<file path="src/rtl/trace_pkg.sv">
package trace_pkg;

  typedef enum logic [1:0] {
    ST_IDLE = 2'd0,
    ST_FILL = 2'd1,
    ST_POST = 2'd2,
    ST_DONE = 2'd3
  } cap_state_e;

endpackage

</file>
<file path="src/rtl/trace_pipe.sv">
module trace_pipe #(
  parameter int W      = 8,
  parameter int STAGES = 2
) (
  input  logic         clk,
  input  logic         rst_n,
  input  logic [W-1:0] d,
  output logic [W-1:0] q
);

  generate
    if (STAGES == 0) begin : g_bypass
      assign q = d;
    end else begin : g_regs
      logic [W-1:0] stg [STAGES];

      always_ff @(posedge clk) begin
        if (!rst_n) begin
          for (int i = 0; i < STAGES; i++) stg[i] <= '0;
        end else begin
          stg[0] <= d;
          for (int i = 1; i < STAGES; i++) stg[i] <= stg[i-1];
        end
      end

      assign q = stg[STAGES-1];
    end
  endgenerate

endmodule

</file>
<file path="src/rtl/trace_ram.sv">
module trace_ram #(
  parameter int DW = 8,
  parameter int AW = 5
) (
  input  logic          clk,
  input  logic          we,
  input  logic [AW-1:0] waddr,
  input  logic [DW-1:0] wdata,
  input  logic          re,
  input  logic [AW-1:0] raddr,
  output logic [DW-1:0] rdata
);

  localparam int DEPTH = 1 << AW;

  logic [DW-1:0] mem [DEPTH];

  always_ff @(posedge clk) begin
    if (we) mem[waddr] <= wdata;
  end

  // registered read port; output holds when not enabled
  always_ff @(posedge clk) begin
    if (re) rdata <= mem[raddr];
  end

endmodule

</file>
<file path="src/rtl/trace_ctrl.sv">
module trace_ctrl
  import trace_pkg::*;
#(
  parameter int AW = 5
) (
  input  logic          clk,
  input  logic          rst_n,
  input  logic          s_arm,
  input  logic          s_trig,
  input  logic [AW-1:0] cfg_pre,
  input  logic [AW-1:0] cfg_post,
  output logic          we,
  output logic [AW-1:0] waddr,
  output logic [AW-1:0] trig_addr,
  output logic          busy,
  output logic          done
);

  localparam int          DEPTH    = 1 << AW;
  localparam logic [AW:0] FILL_MAX = (AW+1)'(DEPTH);

  cap_state_e    st;
  logic [AW-1:0] wr_ptr;
  logic [AW-1:0] post_left;
  logic [AW:0]   fill;
  logic [AW:0]   cur_fill;
  logic [AW-1:0] cur_addr;
  logic          seeking;
  logic          capturing;
  logic          trig_ok;

  // an arm pulse restarts from an empty buffer in the same cycle
  always_comb begin
    cur_fill  = s_arm ? '0 : fill;
    cur_addr  = s_arm ? '0 : wr_ptr;
    seeking   = s_arm || (st == ST_FILL);
    capturing = seeking || (st == ST_POST);
    trig_ok   = seeking && s_trig && (cur_fill >= {1'b0, cfg_pre});
  end

  always_ff @(posedge clk) begin
    if (!rst_n) begin
      st        <= ST_IDLE;
      wr_ptr    <= '0;
      post_left <= '0;
      fill      <= '0;
      trig_addr <= '0;
    end else if (capturing) begin
      wr_ptr <= cur_addr + 1'b1;
      if (cur_fill != FILL_MAX) fill <= cur_fill + 1'b1;
      else                      fill <= cur_fill;
      if (seeking) begin
        st <= ST_FILL;
        if (trig_ok) begin
          trig_addr <= cur_addr;
          if (cfg_post == '0) begin
            st <= ST_DONE;
          end else begin
            st        <= ST_POST;
            post_left <= cfg_post;
          end
        end
      end else begin
        post_left <= post_left - 1'b1;
        if (post_left == AW'(1)) st <= ST_DONE;
      end
    end
  end

  assign we    = capturing;
  assign waddr = cur_addr;
  assign busy  = (st == ST_FILL) || (st == ST_POST);
  assign done  = (st == ST_DONE);

endmodule

</file>
<file path="src/rtl/trace_reader.sv">
module trace_reader #(
  parameter int AW = 5
) (
  input  logic          clk,
  input  logic          rst_n,
  input  logic          abort,
  input  logic          done,
  input  logic [AW-1:0] trig_addr,
  input  logic [AW-1:0] cfg_pre,
  input  logic [AW-1:0] cfg_post,
  input  logic          rd_ready,
  output logic          re,
  output logic [AW-1:0] raddr,
  output logic          rd_valid,
  output logic          rd_last
);

  logic [AW-1:0] rd_ptr;
  logic [AW:0]   rd_left;
  logic          done_q;
  logic          start;
  logic          load;

  always_comb begin
    start = done && !done_q && !abort;
    load  = done && !abort && !start && (rd_left != '0) && (!rd_valid || rd_ready);
  end

  always_ff @(posedge clk) begin
    if (!rst_n) begin
      rd_ptr   <= '0;
      rd_left  <= '0;
      done_q   <= 1'b0;
      rd_valid <= 1'b0;
      rd_last  <= 1'b0;
    end else if (abort) begin
      done_q   <= 1'b0;
      rd_left  <= '0;
      rd_valid <= 1'b0;
      rd_last  <= 1'b0;
    end else begin
      done_q <= done;
      if (start) begin
        rd_ptr  <= trig_addr - cfg_pre;
        rd_left <= {1'b0, cfg_pre} + {1'b0, cfg_post} + 1'b1;
      end else if (load) begin
        rd_ptr   <= rd_ptr + 1'b1;
        rd_left  <= rd_left - 1'b1;
        rd_valid <= 1'b1;
        rd_last  <= (rd_left == (AW+1)'(1));
      end else if (rd_ready) begin
        rd_valid <= 1'b0;
        rd_last  <= 1'b0;
      end
    end
  end

  assign re    = load;
  assign raddr = rd_ptr;

endmodule

</file>
<file path="src/rtl/trace_window_recorder.sv">
module trace_window_recorder #(
  parameter int DW   = 8,
  parameter int AW   = 5,
  parameter int PIPE = 2
) (
  input  logic          clk,
  input  logic          rst_n,
  input  logic [DW-1:0] probe,
  input  logic          arm,
  input  logic          trig,
  input  logic [AW-1:0] pre_cnt,
  input  logic [AW-1:0] post_cnt,
  output logic          busy,
  output logic          done,
  output logic [AW-1:0] trig_addr,
  output logic          rd_valid,
  input  logic          rd_ready,
  output logic [DW-1:0] rd_data,
  output logic          rd_last
);

  localparam int PW = DW + 2;

  logic [PW-1:0] pipe_in;
  logic [PW-1:0] pipe_out;
  logic          s_arm;
  logic          s_trig;
  logic [DW-1:0] s_probe;
  logic [AW-1:0] cfg_pre;
  logic [AW-1:0] cfg_post;
  logic          we;
  logic [AW-1:0] waddr;
  logic          re;
  logic [AW-1:0] raddr;

  // counts are taken when arm is seen at the input
  always_ff @(posedge clk) begin
    if (!rst_n) begin
      cfg_pre  <= '0;
      cfg_post <= '0;
    end else if (arm) begin
      cfg_pre  <= pre_cnt;
      cfg_post <= post_cnt;
    end
  end

  assign pipe_in = {arm, trig, probe};

  trace_pipe #(.W(PW), .STAGES(PIPE)) u_pipe (
    .clk   (clk),
    .rst_n (rst_n),
    .d     (pipe_in),
    .q     (pipe_out)
  );

  assign s_arm   = pipe_out[DW+1];
  assign s_trig  = pipe_out[DW];
  assign s_probe = pipe_out[DW-1:0];

  trace_ctrl #(.AW(AW)) u_ctrl (
    .clk       (clk),
    .rst_n     (rst_n),
    .s_arm     (s_arm),
    .s_trig    (s_trig),
    .cfg_pre   (cfg_pre),
    .cfg_post  (cfg_post),
    .we        (we),
    .waddr     (waddr),
    .trig_addr (trig_addr),
    .busy      (busy),
    .done      (done)
  );

  trace_ram #(.DW(DW), .AW(AW)) u_ram (
    .clk   (clk),
    .we    (we),
    .waddr (waddr),
    .wdata (s_probe),
    .re    (re),
    .raddr (raddr),
    .rdata (rd_data)
  );

  trace_reader #(.AW(AW)) u_reader (
    .clk       (clk),
    .rst_n     (rst_n),
    .abort     (s_arm),
    .done      (done),
    .trig_addr (trig_addr),
    .cfg_pre   (cfg_pre),
    .cfg_post  (cfg_post),
    .rd_ready  (rd_ready),
    .re        (re),
    .raddr     (raddr),
    .rd_valid  (rd_valid),
    .rd_last   (rd_last)
  );

endmodule

</file>
<file path="config.mk">
export PLATFORM = sky130hd
export DESIGN_NAME = trace_window_recorder
export DESIGN_NICKNAME = d
export VERILOG_FILES = /design/src/rtl/trace_pkg.sv /design/src/rtl/trace_pipe.sv /design/src/rtl/trace_ram.sv /design/src/rtl/trace_ctrl.sv /design/src/rtl/trace_reader.sv /design/src/rtl/trace_window_recorder.sv
export SDC_FILE = /design/constraint.sdc
export NUM_CORES = 1
export LEC_CHECK = 0
export ABC_AREA = 1
export ABC_CLOCK_PERIOD_IN_PS = 2500
export CAP_MARGIN = 40
export CORE_MARGIN = 2
export CORE_UTILIZATION = 55
export CTS_CLUSTER_DIAMETER = 100
export CTS_CLUSTER_SIZE = 25
export DETAILED_ROUTE_END_ITERATION = 16
export DONT_BUFFER_PORTS = 1
export PLACE_DENSITY = 0.67
export SETUP_SLACK_MARGIN = 0.15
export SYNTH_ARGS = -nofsm -noshare
export SYNTH_HDL_FRONTEND = slang
export SYNTH_SLANG_ARGS = --single-unit
</file>
<file path="constraint.sdc">
create_clock -name clk -period 2.5 [get_ports clk]
set_input_delay 0.25 -clock clk [delete_from_list [all_inputs] [get_ports clk]]
set_output_delay 0.25 -clock clk [all_outputs]
set_load 0.02 [all_outputs]
</file>
**Yosys cells after proc, flatten, opt, wreduce, memory -nomap -nowiden**

Memories as Yosys holds them, arrays and structs flattened. A register that Yosys moved wholly into a read port is not among the register bits.
Cells that the tools add are included.
Widths: inputs -> output; s select.

- Register bits after elaboration: 47
- RAM bits: 276
- Memories: 2
- Latch bits: 0
- Output and inout port bits: 17
- Bits of input ports: 23
- Memory bits (read-only): 0

- Shift operators: 0
- Muxes and demuxes: 23
- Equal/unequal tests: 8
- $lt $le $gt $ge: 1
- Divide/modulo/power cells: 0
- Reduce and logical (&&, ||, !) cells: 27
- Multiply operators: 0
- $add $sub $neg: 8
- Bitwise gates (word level): 5

Memories:

| name | words | width | rd ports | clocked after Yosys merged registers in | write ports | RTL line | RTL |
|---|---|---|---|---|---|---|---|
| u_ram.mem | 32 | 8 | 1 | 1 | 1 | trace_ram.sv:16 | `logic [DW-1:0] mem [DEPTH];` |
| u_pipe.g_regs.stg | 2 | 10 | 2 | 0 | 2 | trace_pipe.sv:15 | `logic [W-1:0] stg [STAGES];` |

Operators with widths:

| kind | number |
|---|---|
| $mux 5 | 6 |
| $mux 6 | 4 |
| $mux 10 | 2 |
| $add 6x1->6 const B | 2 |
| $add 5x1->5 const B | 2 |
| $logic_and 1x1->1 | 8 |
| $mux 1 | 8 |
| $add 5x5->6 | 1 |
| $eq 6x1->1 const B | 1 |
| $ge 6x5->1 | 1 |
| $mux 2 | 3 |
| $ne 6x6->1 const B | 1 |
| $reduce_and 2->1 | 3 |
| $reduce_and 3->1 | 2 |
| $reduce_bool 2->1 | 3 |
| $reduce_bool 6->1 | 1 |
| $sub 6x1->6 const B | 1 |
| $eq 5x1->1 const B | 1 |
| $logic_not 5->1 | 1 |
| $sub 5x1->5 const B | 1 |
| $sub 5x5->5 | 1 |
| $eq 2x2->1 const B | 2 |
| $logic_not 1->1 | 4 |
| $logic_or 1x1->1 | 4 |
| 5 further kinds | 9 |

**Logic depth before layout (Yosys ltp)**

Gate-level depths: netlist of the first run.

- Depth after elaboration: 9
- Mapped depth: 16
- Depth with buffers taken out: 16

**Hierarchy**

A second synthesis of the first run with hierarchy kept.

- Cell total of the unflattened synthesis: 1455
- Area total of the unflattened synthesis: 14725.4 um2

Modules (own cells, without submodules):

| module | seq. area each (um2) | area each (um2) | cells an instance | times used |
|---|---|---|---|---|
| trace_ram | 7927.6 | 10866.7 | 922 | 1 |
| trace_ctrl | 460.4 | 1495.2 | 209 | 1 |
| trace_reader | 280.3 | 1303.8 | 189 | 1 |
| trace_pipe | 400.4 | 648.1 | 72 | 1 |
| trace_window_recorder | 200.2 | 411.6 | 63 | 1 |

**Least setup slack after synthesis of the first run**

No wires, ideal clock.

- Path kind: register to register
- Start point: mem u_pipe.g_regs.stg[0][19] (netlist name)
- End point: mem u_ram.mem[23][0], enable pin
- Setup slack: 559 ps
- Required time: 2130 ps
- Arrival: 1571 ps
- Stages on the path, launching flop included: 10
- Library setup time: 370 ps
- Buffers on the path: 1
- Cell sequence: dfxtp_1 > buf_6 > inv_6 > nand2_1 > inv_1 > ha_1 > inv_1 > nor2_1 > inv_1 > nor2_1

RTL lines:

| item | RTL line |
|---|---|
| from (decl) | trace_pipe.sv:15 |
| to (decl) | trace_ram.sv:16 |

==> results of run 1 <==
==> power groups by stage <==
stage	clock network (uW)	registers, uW	logic (uW)
6_report	2920	6030	537
5_1_grt	3140	6040	603
4_1_cts	2980	6030	539
3_5_place_dp	0	6150	493
3_3_place_gp	0	6150	481
2_1_floorplan	0	6160	329
==> layer usage <==
metal  routed length, um  track usage [%]  part of all wire [%]  vias to the layer above
li1                    -                -                     -                     4423
met1               13500             33.6                    43                     4346
met2               14500             38.0                    46                      335
met3                2210             2.95                   7.1                       49
met4                 948             7.44                   3.0                        0
met5                   0                0                     0                        -
==> cells by family after synthesis <==
kind of cell             count (synthesis)  synth area share (%)
adder cells (fa/ha/maj)                 31                  2.91
AO/OA/AOI/OAI                          305                  11.9
AND/OR/NAND/NOR                        438                  12.9
XOR/XNOR                                 8                 0.506
buffers and inverters                  151                  4.84
flip-flops                             331                  66.9
==> sequential cells by signal, summed over array words and instances (netlist names) <==
name,cells
u_ctrl.wr_ptr,5
u_reader.rd_left,6
u_reader.rd_valid,1
u_reader.done_q,1
u_reader.rd_last,1
u_reader.raddr,5
u_ram.rdata,8
u_ctrl.trig_addr,5
u_ctrl.fill,6
u_ctrl.post_left,5
cfg_pre,5
u_ctrl.st,2
cfg_post,5
u_ram.mem,256
u_pipe.g_regs.stg,20
==> layout by cell type, fill, tap and decap left out, drive strengths merged <==
master / n
a211oi: 2
ha: 29
nor4: 4
a21oi: 40
nand3: 33
dlygate4sd3: 21
clkinv: 2
o22ai: 44
a22oi: 12
nand2: 128
nor3: 4
o221ai: 1
edfxtp: 264
or2: 3
buf: 39
clkbuf: 22
inv: 91
xnor2: 3
a31oi: 3
o211ai: 10
xor2: 5
nor2: 266
fa: 2
o21ai: 193
dfxtp: 67
==> final cells by class <==
cell class                      count  area, um2  area share [%]
Clock buffer                       22        444            2.96
Clock inverter                      1       20.0           0.133
Tap cell                          330        413            2.75
Sequential cell                   331       9270            61.8
Timing Repair Buffer               60        553            3.69
Multi-Input combinational cell    782       3940            26.3
Inverter                           92        358            2.39
==> synthesized netlist by cell type <==
library cell,count,area [um2]
inv_2,5,18.8
buf_6,5,56.3
o21ai_1,21,105
a21oi_1,40,200
nor2_4,2,22.5
o21ai_2,1,8.76
buf_2,23,115
nand3_4,1,17.5
xor2_1,5,43.8
a31oi_1,3,18.8
nor3_2,1,10.0
inv_1,82,308
nor4_1,4,25.0
dfxtp_1,67,1340
edfxtp_1,264,7930
o21ai_0,171,856
nor2_2,9,56.3
a211oi_1,2,15.0
clkbuf_2,2,10.0
nand2_1,123,462
fa_1,2,40.0
nand3_1,32,160
ha_1,29,363
o22ai_1,44,275
o211ai_1,10,75.1
nor2_1,255,957
nand2_4,3,33.8
nor3_1,3,15.0
xnor2_1,3,26.3
o221ai_1,1,8.76
or2_2,3,18.8
a22oi_1,12,90.1
inv_6,2,17.5
clkbuf_1,22,82.6
buf_1,1,3.75
inv_4,1,6.26
clkinv_1,2,7.51
buf_4,6,45.0
nand2_2,2,12.5
==> per-stage QoR <==
| step | hold WS [ns] | instances |
|---|---|---|
| 2_1_floorplan | 0.343 | 1264 |
| 3_3_place_gp | 0.348 | 1572 |
| 3_5_place_dp | 0.348 | 1572 |
| 4_1_cts | 0.0383 | 1617 |
| 5_1_grt | 0.0560 | 1618 |
| 6_report | 0.0544 | 1618 |
==> what timing repair did <==
action                                  CTS  global route
setup buffers                             0             0
resized for setup                         4             6
endpoints found under the hold margin    58             0
endpoints found under the setup margin   37            77
hold buffers                             22             0
cloned                                    0             0
==> worst max-delay path, cell delays in order (launching register included) <==
cell and delay, ns:
dfxtp_1 0.44, buf_4 0.22, nor2_1 0.13, inv_1 0.11
nor2_1 0.25, nand2_1 0.24, nor2_1 0.54
==> how the worst max path moves through the flow <==
stage,cells past startpoint,slack (ns),endpoint
floorplan,9,0.56,u_ram.mem[23][0]
global placement,8,0.20,u_ram.mem[31][1]
detailed placement,8,0.09,u_ram.mem[31][6]
CTS,8,0.11,u_ram.mem[19][5]
global route,8,0.04,u_ram.mem[31][4]
finish,6,0.22,u_ram.mem[16][4]
==> flow_summary.toml, run 1 <==
[cells_and_area]
final_util_pct = 60.1
area_growth_pct = 8.28
fillers = 2080
drive_gt1_share_pct = 7.69
n_antenna_cell = 0
postLayoutCellArea_um2 = 15000
fin_nets = 1338

[worst_setup_path]
cp.arrival_ns = 2.44
r2r_cells = 6
r2r_start = "u_pipe.g_regs.stg[0][19]"
cp_max_fo = 8
start_kind = "register"
r2r_end = "u_ram.mem[16][4]"
worst-setup-path-type = "register to register"
ff2ff_setup_slack_ns = 0.22
end_kind = "register"
crit_start = "u_pipe.g_regs.stg[0][19]"
cp.required_ns = 2.65

[power_and_ir_drop]
finalPower_uw = 9480
clockPowerShare_pct = 30.8
power_frac_comb_pct = 5.7
p_sw_share_pct = 21.4
pwr_density_cell_nw_per_um2 = 632
leakagePower_uw = 0.00559
sequentialPowerShare_pct = 63.6
power.internal_uw = 7450
vdd_drop_max_uv = 646
switchingPower_uw = 2030

[logic_synthesis]
synth_seq_cells = 331
yosysSeqAreaShare_pct = 66.9
ys_warn_count = 0
avgSynthCellArea_um2 = 11.0
synth_cells = 1264
synth_area_um2 = 13900
synth.distinct_cells = 39
syn-num-nets = 1318

[clocking]
cts_tree = "yes"
root_buffer = "clkbuf_16"
insertion_delay_ns = 0.51
htree_levels = 1
clock-sinks = 331
cts_buffers = 17
clk_path_buf_depth = 3
clk_pin_slew_ns = 0.10

[die]
die_h_um = 163
die_w_um = 163
rows = 58
initial_core_util_pct = 55.5
io_pins = 40
core_region_area_um2 = 25000
die_area_um2 = 26500

[placed_design]
post-place-ws_ns = 0.0902
placed_cell_area_um2 = 14300
place.gp.congestion = 0.913
io_buffers = 0
dp_hpwl_um = 20300

[sta]
finalCritPeriodShare_pct = 91.4
layout_min_cycle_time_ns = 2.28
relSlewSlack_pct = 45.6
final-hold-violation-count = 0
worst_pin_slew_ns = 0.813
fin_skew_ns = 0.0316
setup_viol = 0
timing.fmax_ghz = 0.438
grt_setup_unrepaired = "yes"
finalSetupTns_ns = 0
finalWorstSetupSlack_ns = 0.216
maxSlewViolCount = 0

[route]
drc = 0
vias = 9153
drt_pass1_iterations = 7
routed_wirelength_um = 31200
drt_iter0_markers = 923
antenna_left = 0
vias_per_cell = 5.66
wire_per_inst_um = 19.3

[global_routing]
grt_max_degree = 62
antenna_found_initial = 0
gr-total-overflow = 0
grt.total_usage_pct = 23.6
grt_pass1_wl_um = 47700
grt_pass1_vias = 8583

[worst_hold_path]
worstHoldStart = "rst_n"
hold_end = "u_pipe.g_regs.stg[0][17]"
hold_path_class = "input port to register"
worstHoldPathCells = 3

[run]
drv_cap = 0

[run_status]
status = "finished, final reports clean"
Note: power is estimated with default switching activity, not from simulation.
==> inputs of run 2 (changes only) <==
- CTS_BUF_LIST: unset -> sky130_fd_sc_hd__clkbuf_8
==> run 2 against run 1 <==
Largest cell class unchanged. Die area is the same. Design area down 0.78%. Core utilization decreased by 0.47 points. Clock skew increased by 0.026 ns. Sequential cell count stayed put.
==> flow_summary.toml, run 2 (synthesis results as in run 1) <==
[clocking]
cts_tree = "yes"
clk_path_buf_depth = 3
htree_levels = 1
root_buffer = "clkbuf_8"
clk_pin_slew_ns = 0.14
post_cts.repair.setup_buffers = 0
cts_buffers = 17
clock-sinks = 331
insertion_delay_ns = 0.57

[cells_and_area]
largest_reg_flops = 256
fin_cells = 1624
postLayoutCellArea_um2 = 14900
multi_input_area_um2 = 3960
final_util_pct = 59.6
layout.area.seq_um2 = 9270
final_common_cell = "edfxtp_1"
drive_gt1_share_pct = 8.11
fillers = 2096
top_register = "u_ram.mem"
fin_nets = 1344
final_cell_mix = "edfxtp_1, nor2_1, o21ai_0"
area_growth_pct = 7.44
top_regs = "u_ram.mem: 256 flops, u_pipe.g_regs.stg: 20 flops, u_ram.rdata: 8 flops"
n_antenna_cell = 0

[placed_design]
io_buffers = 0
dp_hpwl_um = 20300
place.gp.congestion = 0.913
dp.cells = 1572
placed_cell_area_um2 = 14300

[worst_setup_path]
start_kind = "register"
crit_top_cell = "inv_1"
crit_path_cell_trace = "inv_6, nand2_1, inv_1, ha_1, inv_1, nor2_1, inv_1, nor2_2"
cp_max_fo = 8
cp.arrival_ns = 2.49
worst_path_largest_cell_delay_ns = 0.46
end_kind = "register"
worst-setup-path-type = "register to register"
cp.required_ns = 2.72
crit_path_top_delay_cell = "dfxtp_1"
critPathTopFamily = "simple AND/OR/NAND/NOR gates"
path_buf_inv = 4

[sta]
setup_viol = 0
finalSetupTns_ns = 0
relSlewSlack_pct = 46.0
timing.fmax_ghz = 0.441
final-hold-violation-count = 0
grt_setup_unrepaired = "yes"
worst_pin_slew_ns = 0.807
maxSlewViolCount = 0
layout_min_cycle_time_ns = 2.27
fin_skew_ns = 0.0574
finalCritPeriodShare_pct = 90.7

[power_and_ir_drop]
leakagePower_uw = 0.00554
finalPower_uw = 8800
vdd_drop_max_uv = 682
pwr_density_cell_nw_per_um2 = 591

[global_routing]
grt.busiest_layer = "met2"
grt.total_usage_pct = 23.6
grt_max_degree = 62
gr-total-overflow = 0
grtUsageMet3_pct = 2.95
antenna_found_initial = 0
use_met1_pct = 33.7
grt_pass1_vias = 8595
grt_pass1_wl_um = 47700
grt.met2_usage_pct = 37.8

[die]
die_area_um2 = 26500
die_h_um = 163
die_w_um = 163
io_pins = 40
rows = 58
initial_core_util_pct = 55.5
core_region_area_um2 = 25000

[route]
drt_iter0_markers = 984
vias = 9124
wire_per_inst_um = 19.2
drt_pass1_iterations = 5
antenna_left = 0
vias_per_cell = 5.62
routed_wirelength_um = 31200
drc = 0

[worst_hold_path]
hold_path_class = "input port to register"

[run]
drv_cap = 0

[run_status]
status = "finished, final reports clean"
## run 2: final timing paths
check	start	to	slack (ns)	cells past startpoint
setup / recovery	u_pipe.g_regs.stg[0][19]	u_ram.mem[27][5]	0.23	8
hold / removal	arm	cfg_pre[3]	0.06	2
setup reg to reg	u_pipe.g_regs.stg[0][19]	u_ram.mem[27][5]	0.23	8
hold reg to reg	u_pipe.g_regs.stg[0][7]	u_pipe.g_regs.stg[0][17]	0.42	2
## run 2: report_power, final
| group | internal [uW] | total [uW] | switching, uW |
|---|---|---|---|
| sequential | 5990 | 6030 | 41.8 |
| combinational | 194 | 545 | 351 |
| clock | 659 | 2230 | 1570 |
## run 2: cell type report
class	instances	area share, %
Sequential cell	331	62.3
Inverter	92	2.40
Clock inverter	6	0.261
Multi-Input combinational cell	782	26.6
Clock buffer	17	1.57
Timing Repair Buffer	66	4.12
Tap cell	330	2.77
## run 2: metrics by stage
step | hold WS, ns | setup slack (ns)
finish | 0.0586 | 0.232
global route | 0.0651 | 0.0305
CTS | 0.00273 | 0.101
detailed placement | 0.348 | 0.0902
global placement | 0.348 | 0.195
floorplan | 0.343 | 0.559
## run 2: layer usage
metal / up-vias / wire length [um]
li1: 4428 / -
met1: 4325 / 13800
met2: 319 / 14500
met3: 52 / 1990
met4: 0 / 988
met5: - / 0
## run 2: timing repair
action | in CTS | in global routing
resized for setup | 5 | 11
endpoints found under the setup margin | 40 | 108
hold buffers | 28 | 0
endpoints found under the hold margin | 61 | 0
gates cloned | 0 | 0
==> inputs of run 3 (changes only) <==
- CELL_PAD_IN_SITES_DETAIL_PLACEMENT: unset -> 0
- CELL_PAD_IN_SITES_GLOBAL_PLACEMENT: unset -> 1
- CORE_UTILIZATION: 55 -> 53
- PLACE_DENSITY: 0.67 -> 0.79
==> run 3 against run 2 <==
Combinational power is essentially flat. First-iteration DRC count is 31% lower. Setup slack better by 0.12 ns. Non-clock buffer count increased by 2. Critical endpoint is now u_ram.mem[22][5].
==> flow_summary.toml, run 3 (synthesis results as in run 1) <==
[global_routing]
grt.total_usage_pct = 23.1
antenna_found_initial = 0
gr-total-overflow = 0
grt_pass1_vias = 8812
grt_max_degree = 87
grt_pass1_wl_um = 49900

[power_and_ir_drop]
switchingPower_uw = 2020
power.internal_uw = 6850
power_frac_comb_pct = 6.2
leakagePower_uw = 0.00560
clockPowerShare_pct = 25.8
vdd_drop_max_uv = 306
pwr_density_cell_nw_per_um2 = 595
p_sw_share_pct = 22.8
sequentialPowerShare_pct = 68.0

[worst_setup_path]
start_kind = "register"
cp.required_ns = 2.71
cp.arrival_ns = 2.36
critPathTopFamily = "simple AND/OR/NAND/NOR gates"
worst-setup-path-type = "register to register"
crit_path_cell_trace = "ha_1, nor2_4, inv_1, nor2_2, inv_2, nand2_1, buf_12, nor2_1"
worst_path_largest_cell_delay_ns = 0.57
crit_path_top_delay_cell = "nor2_1"
end_kind = "register"
cp_max_fo = 8
path_buf_inv = 3

[run]
drv_cap = 0

[clocking]
clk_pin_slew_ns = 0.16
cts_buffers = 17
root_buffer = "clkbuf_8"
cts_tree = "yes"
insertion_delay_ns = 0.57
clk_path_buf_depth = 3
post_cts.repair.setup_buffers = 0
htree_levels = 1
clock-sinks = 331

[sta]
whs_ns = 0.0639
relSlewSlack_pct = 46.9
finalSetupTns_ns = 0
finalCritPeriodShare_pct = 86.1
worst_pin_slew_ns = 0.792
final-hold-violation-count = 0
setup_viol = 0
maxSlewViolCount = 0
fin_skew_ns = 0.0484
grt_setup_unrepaired = "yes"
layout_min_cycle_time_ns = 2.15
timing.fmax_ghz = 0.465

[route]
vias_per_cell = 5.60
drt_iter0_markers = 683
vias = 9173
wire_per_inst_um = 19.4
drt_pass1_iterations = 5
routed_wirelength_um = 31800
antenna_left = 0
drc = 0

[die]
io_pins = 40
die_w_um = 166
rows = 59
die_h_um = 166
initial_core_util_pct = 53.6
die_area_um2 = 27500
core_region_area_um2 = 25800

[cells_and_area]
top_regs = "u_ram.mem: 256 flops, u_pipe.g_regs.stg: 20 flops, u_ram.rdata: 8 flops"
fillers = 2218
area_growth_pct = 7.63
final_util_pct = 57.7
fin_nets = 1346
largest_reg_flops = 256
n_antenna_cell = 0
final_common_cell = "edfxtp_1"
top_register = "u_ram.mem"
drive_gt1_share_pct = 7.91
final_cell_mix = "edfxtp_1, nor2_1, o21ai_0"

[placed_design]
dp_hpwl_um = 20400
place.gp.congestion = 0.894
io_buffers = 0

[worst_hold_path]
hold_path_class = "input port to register"

[run_status]
status = "finished, final reports clean"
## run 3: changes by cell type in the layout (fill, tap and decap cells not counted)
cell / previous run / this run
inv_1: 87 / 93
nor2_2: 25 / 16
dlygate4sd3_1: 27 / 24
buf_4: 35 / 39
dfxtp_1: 65 / 64
nor2_1: 239 / 247
dfxtp_2: 1 / 2
buf_6: 0 / 1
nor2_4: 2 / 3
## run 3: path summary, 6_finish.rpt
check / cells after the start / to / from / slack (ns)
setup reg to reg: 8 / u_ram.mem[22][5] / u_ctrl.st[0] / 0.35
hold reg to reg: 2 / u_pipe.g_regs.stg[0][18] / u_pipe.g_regs.stg[0][8] / 0.41
hold / removal: 2 / cfg_pre[3] / arm / 0.06
setup / recovery: 8 / u_ram.mem[22][5] / u_ctrl.st[0] / 0.35
## run 3: metrics by stage
stage	total power [uW]	setup WS (ns)	area (um2)	instances
floorplan	6490	0.559	13900	1264
global placement	6650	0.0896	14300	1581
detailed placement	6660	0.0477	14300	1583
CTS	8930	0.141	14900	1637
global route	9200	0.148	14900	1637
finish	8870	0.348	14900	1637
## run 3: layout make-up
| type | instances | area [um2] | share of cell area [%] |
|---|---|---|---|
| clock buffers | 17 | 234 | 1.57 |
| flip-flops and latches | 331 | 9280 | 62.2 |
| well taps | 335 | 419 | 2.81 |
| inverters | 92 | 358 | 2.40 |
| multi-input cells | 782 | 3940 | 26.4 |
| repair buffers | 68 | 624 | 4.19 |
| clock inverters | 12 | 61.3 | 0.411 |
## run 3: worst reg2reg max path, cell delays in order (launching register included)
cell	delay (ns)
dfxtp_1	0.41
ha_1	0.22
nor2_4	0.06
inv_1	0.09
nor2_2	0.07
inv_2	0.12
nand2_1	0.11
buf_12	0.16
nor2_1	0.57
## run 3: power by group through the flow
stage	registers, uW	clock network, uW	logic, uW
floorplan	6160	0	329
global placement	6150	0	496
detailed placement	6160	0	503
CTS	6030	2350	550
global route	6040	2540	623
finish	6030	2290	548
## run 3: timing repair
action / in CTS / in global routing
setup endpoints to repair: 40 / 95
hold buffers: 25 / 0
cloned: 0 / 0
resized for setup: 5 / 5
hold endpoints to repair: 61 / 0
## run 3: routing by layer
metal | part of all wire, % | wire length [um] | track usage [%]
met4 | 2.7 | 854 | 6.73
met1 | 44 | 13900 | 32.0
met5 | 0 | 0 | 0
met3 | 5.6 | 1790 | 3.27
met2 | 48 | 15300 | 38.5
